--- config.mk ---
export PLATFORM = sky130hd
export DESIGN_NAME = irq_aggregator
export DESIGN_NICKNAME = d
export VERILOG_FILES = /design/src/rtl/irq_aggregator.sv
export SDC_FILE = /design/constraint.sdc
export NUM_CORES = 1
export LEC_CHECK = 0
export BUFFER_PORTS_ARGS = -buffer_cell sky130_fd_sc_hd__buf_4
export CAP_MARGIN = 20
export CORE_MARGIN = 3
export CORE_UTILIZATION = 41
export DETAILED_ROUTE_END_ITERATION = 8
export MAX_ROUTING_LAYER = met4
export PLACE_DENSITY = 0.8
export SLEW_MARGIN = 15
export SYNTH_ARGS = -nofsm -noshare
export SYNTH_HDL_FRONTEND = slang
export SYNTH_SLANG_ARGS = --single-unit
--- constraint.sdc ---
create_clock -name clk -period 3.14 [get_ports clk]
set_input_delay 0.628 -clock clk [delete_from_list [all_inputs] [get_ports clk]]
set_output_delay 0.628 -clock clk [all_outputs]
set_load 0.01 [all_outputs]
--- src/rtl/irq_aggregator.sv ---
module irq_aggregator #(
  parameter int DATA_W = 32,
  parameter int ADDR_W = 3,
  parameter int CNT_W  = 8
) (
  input  logic              clk,
  input  logic              rst_n,
  input  logic              bus_wr,
  input  logic [ADDR_W-1:0] bus_addr,
  input  logic [DATA_W-1:0] bus_wdata,
  output logic [DATA_W-1:0] bus_rdata,
  input  logic              ev_rx_done,
  input  logic              ev_tx_done,
  input  logic              ev_rx_overrun,
  input  logic              ev_rx_full,
  input  logic              ev_txbuf_change,
  input  logic [CNT_W-1:0]  rx_frames,
  output logic              irq
);
  localparam int NSRC = 6;
  localparam logic [ADDR_W-1:0] A_STAT  = ADDR_W'(0);
  localparam logic [ADDR_W-1:0] A_ENSET = ADDR_W'(1);
  localparam logic [ADDR_W-1:0] A_ENCLR = ADDR_W'(2);
  localparam logic [ADDR_W-1:0] A_MKSET = ADDR_W'(3);
  localparam logic [ADDR_W-1:0] A_MKCLR = ADDR_W'(4);

  logic [NSRC-1:0] status_q, enable_q, mask_q;
  logic [NSRC-1:0] src, wbits;
  logic hit_stat, hit_ens, hit_enc, hit_mks, hit_mkc;

  // fixed source positions
  assign src   = {|rx_frames, ev_txbuf_change, ev_rx_full,
                  ev_rx_overrun, ev_tx_done, ev_rx_done};
  assign wbits = bus_wdata[NSRC-1:0];

  assign hit_stat = bus_wr && (bus_addr == A_STAT);
  assign hit_ens  = bus_wr && (bus_addr == A_ENSET);
  assign hit_enc  = bus_wr && (bus_addr == A_ENCLR);
  assign hit_mks  = bus_wr && (bus_addr == A_MKSET);
  assign hit_mkc  = bus_wr && (bus_addr == A_MKCLR);

  always_ff @(posedge clk) begin
    if (!rst_n) begin
      status_q <= '0;
      enable_q <= '0;
      mask_q   <= '0;
    end else begin
      status_q <= (status_q & ~(hit_stat ? wbits : '0)) | (src & ~mask_q);
      if (hit_ens)      enable_q <= enable_q | wbits;
      else if (hit_enc) enable_q <= enable_q & ~wbits;
      if (hit_mks)      mask_q <= mask_q | wbits;
      else if (hit_mkc) mask_q <= mask_q & ~wbits;
    end
  end

  always_comb begin
    bus_rdata = '0;
    case (bus_addr)
      A_STAT:           bus_rdata = DATA_W'(status_q);
      A_ENSET, A_ENCLR: bus_rdata = DATA_W'(enable_q);
      A_MKSET, A_MKCLR: bus_rdata = DATA_W'(mask_q);
      default:          bus_rdata = '0;
    endcase
  end

  assign irq = |(status_q & enable_q);

  for (genvar i = 0; i < NSRC; i++) begin : g_chk
    assert_masked_drop_R1: assert property (@(posedge clk) disable iff (!rst_n)
      (mask_q[i] && !status_q[i]) |=> !status_q[i]);
    assert_w1c_R2: assert property (@(posedge clk) disable iff (!rst_n)
      (hit_stat && wbits[i] && !src[i]) |=> !status_q[i]);
    assert_event_wins_R9: assert property (@(posedge clk) disable iff (!rst_n)
      (src[i] && !mask_q[i]) |=> status_q[i]);
  end

  assert_enable_set_R3: assert property (@(posedge clk) disable iff (!rst_n)
    hit_ens |=> ((enable_q & $past(wbits)) == $past(wbits)));
  assert_mask_clear_R4: assert property (@(posedge clk) disable iff (!rst_n)
    hit_mkc |=> ((mask_q & $past(wbits)) == '0));
  assert_irq_drop_R6: assert property (@(posedge clk) disable iff (!rst_n)
    (hit_enc && (&wbits)) |=> !irq);
  assert_rxne_hold_R7: assert property (@(posedge clk) disable iff (!rst_n)
    ((rx_frames != '0) && !mask_q[5]) |=> bus_rdata[5] || (bus_addr != A_STAT));
endmodule

### Yosys cells after proc, flatten, opt, wreduce, memory -nomap -nowiden

Cells that the tools add are included.

* equality and inequality tests: 4
* mux-type cells: 6
* bitwise logic cells: 11
* reduce and logical (&&, ||, !) cells: 12

Operators with widths (count)
* 6-bit bitwise AND: 5
* 6-bit 2-to-1 mux: 5
* 6-bit NOT: 3
* 6-bit OR: 3
* 6-bit case mux with 3 select lines: 1
* 8-bit OR reduction: 1
* 3-bit by 2-bit equality test with 1-bit output, second input constant: 2
* 6-bit OR reduction: 1
* 1-bit logical AND: 5
* 2-bit nonzero test: 2
* 2-bit OR reduction: 2
* 3-bit by 1-bit equality test with 1-bit output, second input constant: 1
* 3-bit equality test, second input constant: 1
* 3-bit logical NOT: 1

* bits in registers: 18
* bits of input ports: 51
* output and inout port bits: 33

### Depth between registers and ports, before layout

* depth in word-level cells: 6
* mapped depth: 5
* gate-level depth less buffers: 3

### Worst setup path after synthesis

Ideal clock, no wire load.

* path type: input to output
* start: input port bus_addr[1]
* end: output port bus_rdata[0]
* arrival: 1336 ps
* data required time: 2512 ps
* path slack: 1176 ps
* stages on the path: 4
* path through: buf_6 -> nor2_2 -> a22oi_1 -> o2bb2ai_1

* longest elaborated chain between the ends: 3
* elaborated cells between the ends (all ways): 8

Ends and longest elaborated chain
* start: declaration: line 9 `input logic [ADDR_W-1:0] bus_addr,`
* 3-bit by 2-bit equality test with 1-bit output (tied with other cells): line 58 `case (bus_addr)`
* 2-bit OR reduction: line 58
* 6-bit case mux with 3 select lines (*): line 58
* end: declaration: line 11 `output logic [DATA_W-1:0] bus_rdata,`

Mark *: on every way between the ends. The rest lies on a longest branch, timed or not.

### Final worst setup path

* start: input port bus_addr[1]
* end: output port bus_rdata[1]

The elaborated chain is that of the path after synthesis.

==> results by group <==
Routing
  • Avg Vias per Cell: 5.48
  • Drt pass-1 iters: 4
  • DRT iter0 DRCs: 29
  • DR WL/cell: 14.9 um
  • Via count: 1,019
  • Residual DRC: 0
  • Total wire length: 2760 um
  • Post-DRT Antenna Nets: 0

Placed design
  • Dpl cells: 182
  • Port Buffers: 31
  • HPWL after DPL: 2070 um
  • Routability cong.: 0.827
  • Pre-CTS WS: 0.868 ns

Critical path
  • Critical Path Most Common Cell: buf_4
  • Worst path arrival time: 1.66 ns
  • CP Capture Type: output port
  • Slowest-stage cell, CP: nor2_2
  • Crit start category: input pin
  • CP Class: in2out
  • Crit path required time: 2.51 ns
  • Critical-path cell list: buf_4 > nor2_2 > a21o_4 > o2bb2ai_1 > buf_4
  • Crit Path Max Fanout: 13
  • Worst stage delay on the critical path: 0.34 ns

STA
  • Final cycle utilization of the critical path: 0.729
  • Final worst setup slack: 0.851 ns
  • Layout Skew: 0.000688 ns
  • Max Fclk: 437 MHz
  • Max-slew violation total from the final report: 0
  • Setup TNS Final: 0 ns
  • Fin. Hold Viols: 0
  • RSZ-0062 raised after global routing: no
  • Final setup fails: 0
  • Fin crit period: 2.29 ns

Yosys
  • Library cells used by synthesis: 25
  • Synth Area in XOR/XNOR: 0.0230
  • Yosys reg bits: 18
  • Largest family of logic cells by synthesized area: compound AO/OA/AOI/OAI gates
  • Synth Area in Simple Gates: 0.110
  • Most frequent cells after synthesis: 28 x buf_4, 18 x dfxtp_1, 13 x a21oi_1, 9 x a22oi_1
  • Post-synthesis mux area share: 0
  • Adder-Cell Fraction of Synth Area: 0
  • Synth Area in Compound Gates: 0.349
  • Top cells by area, synth: dfxtp_1 30%, buf_4 18%, a22oi_1 5.6%, a21oi_1 5.4%, a311oi_1 4.4%
  • Most common cell in the synthesized netlist: buf_4
  • Sequential share of the synthesized area: 0.301
  • Synthesized area: 1200 sq um
  • Cells after Synth: 128
  • Post-synth ARST share: 0
  • Leading area contributor after synthesis: dfxtp_1
  • Yosys top cell area share: 0.301
  • Total of warnings raised by yosys: 0
  • Top FF cell, synth: dfxtp_1
  • Number of flops mapped to enable cells by yosys: 0
  • Syn avg cell area: 9.34 sq um

Floorplanning
  • Site Rows: 18
  • Die W: 60.0 um
  • # IOs: 84
  • Initial core utilization: 0.458
  • Die H: 60.0 um
  • Core area: 2610 sq um
  • Full die area: 3600 sq um

Global route
  • GRT Util Overall: 0.161
  • Gr ovfl total: 0
  • Vias in the first global route: 934
  • Initial antenna violation count: 0
  • Pin count of the biggest net entering global routing: 14
  • Global-route wire length before repair: 4150 um

Clocking
  • CTS HTree Levels: 1
  • Clock sinks: 18
  • Clk_lat worst skew: 0.29 ns
  • Clock-pin slew on the worst setup and hold paths: 0.10 ns
  • Root buf cell: clkbuf_4
  • Hold buffers post-CTS: 0
  • # resized after CTS: 0
  • CTS tree: built
  • Inserted Clock Buffers: 3
  • Clk buf depth: 2
  • Setup Fix Bufs, Post-CTS: 0

Outcome
  • Outcome: complete, no violations

Layout
  • Syn-to-layout area delta: 12.8%
  • Share of layout cells above drive strength 1: 0.263
  • Ant diodes: 0
  • Fin cells: 186
  • Layout net count: 208

Job
  • Max-cap check violation count: 0

Hold path
  • HP Class: in2reg

Power and ir drop
  • Worst vdd ir: 235 uV
  • Static Leak: 0.549 nW
  • PwrDens: 364 nW/um^2
-- worst max-delay path: cells and delay by family --
kind	cells	cell delay (ns)
simple gates	1	0.34
compound gates	2	0.36
buf+inv	2	0.32
-- layer usage --
layer	vias up	share of wire	track usage
met4	0	0.011	0.0633
met1	470	0.39	0.180
met5	-	0	-
li1	491	-	-
met2	54	0.51	0.284
met3	4	0.092	0.0259
-- cells by family (layout without fill, tap and decap cells) --
| group | Yosys count | after routing |
|---|---|---|
| AOI/OAI and AO/OA | 59 | 59 |
| xor gates and xnor gates | 1 | 1 |
| buffers and inverters | 34 | 37 |
| DFF | 18 | 18 |
| other | 1 | 26 |
| and+or+nand+nor | 15 | 15 |
-- metrics by stage --
stage / total power, W / hold slack, ns / util / instance area [sq um]
after floorplan: 0.000334 / 0.504 / - / 1290
after global placement: 0.000347 / 0.517 / 0.502 / 1310
after detailed placement: 0.000351 / 0.530 / 0.502 / 1310
after CTS: 0.000495 / 0.527 / 0.516 / 1350
after global routing: 0.000519 / 0.529 / 0.516 / 1350
final: 0.000491 / 0.541 / 0.516 / 1350
-- report_power, final --
group,switching (W),internal (W)
Combinational,0.0000583,0.0000448
Clock,0.0000740,0.0000707
Sequential,0.00000656,0.000237
-- area by class of cell --
class	instances	area, sq um
clock buffers	4	36.3
fillers	257	1260
flip-flops and latches	18	360
repair buffers	31	233
well taps	30	37.5
multi-input cells	101	674
inverters	2	7.51
-- worst paths after layout --
kind	start	end	slack, ns	cells past startpoint
setup / recovery	bus_addr[1]	bus_rdata[1]	0.85	5
hold / removal	bus_wdata[5]	flop	0.54	2
setup reg to reg	flop	flop	2.33	2
hold reg to reg	flop	flop	0.55	2
-- layout by cell type (no fill, tap or decap), drive strengths merged, types with 4 or more instances in the layout --
cell      n
a21oi    13
o21ai     6
dfxtp    18
a22oi     9
clkbuf    4
o2bb2ai   6
a311oi    6
nor2b     5
o21a      6
a211oi    6
conb     26
a21boi    6
buf      31
(Power assumes the default switching activity.)
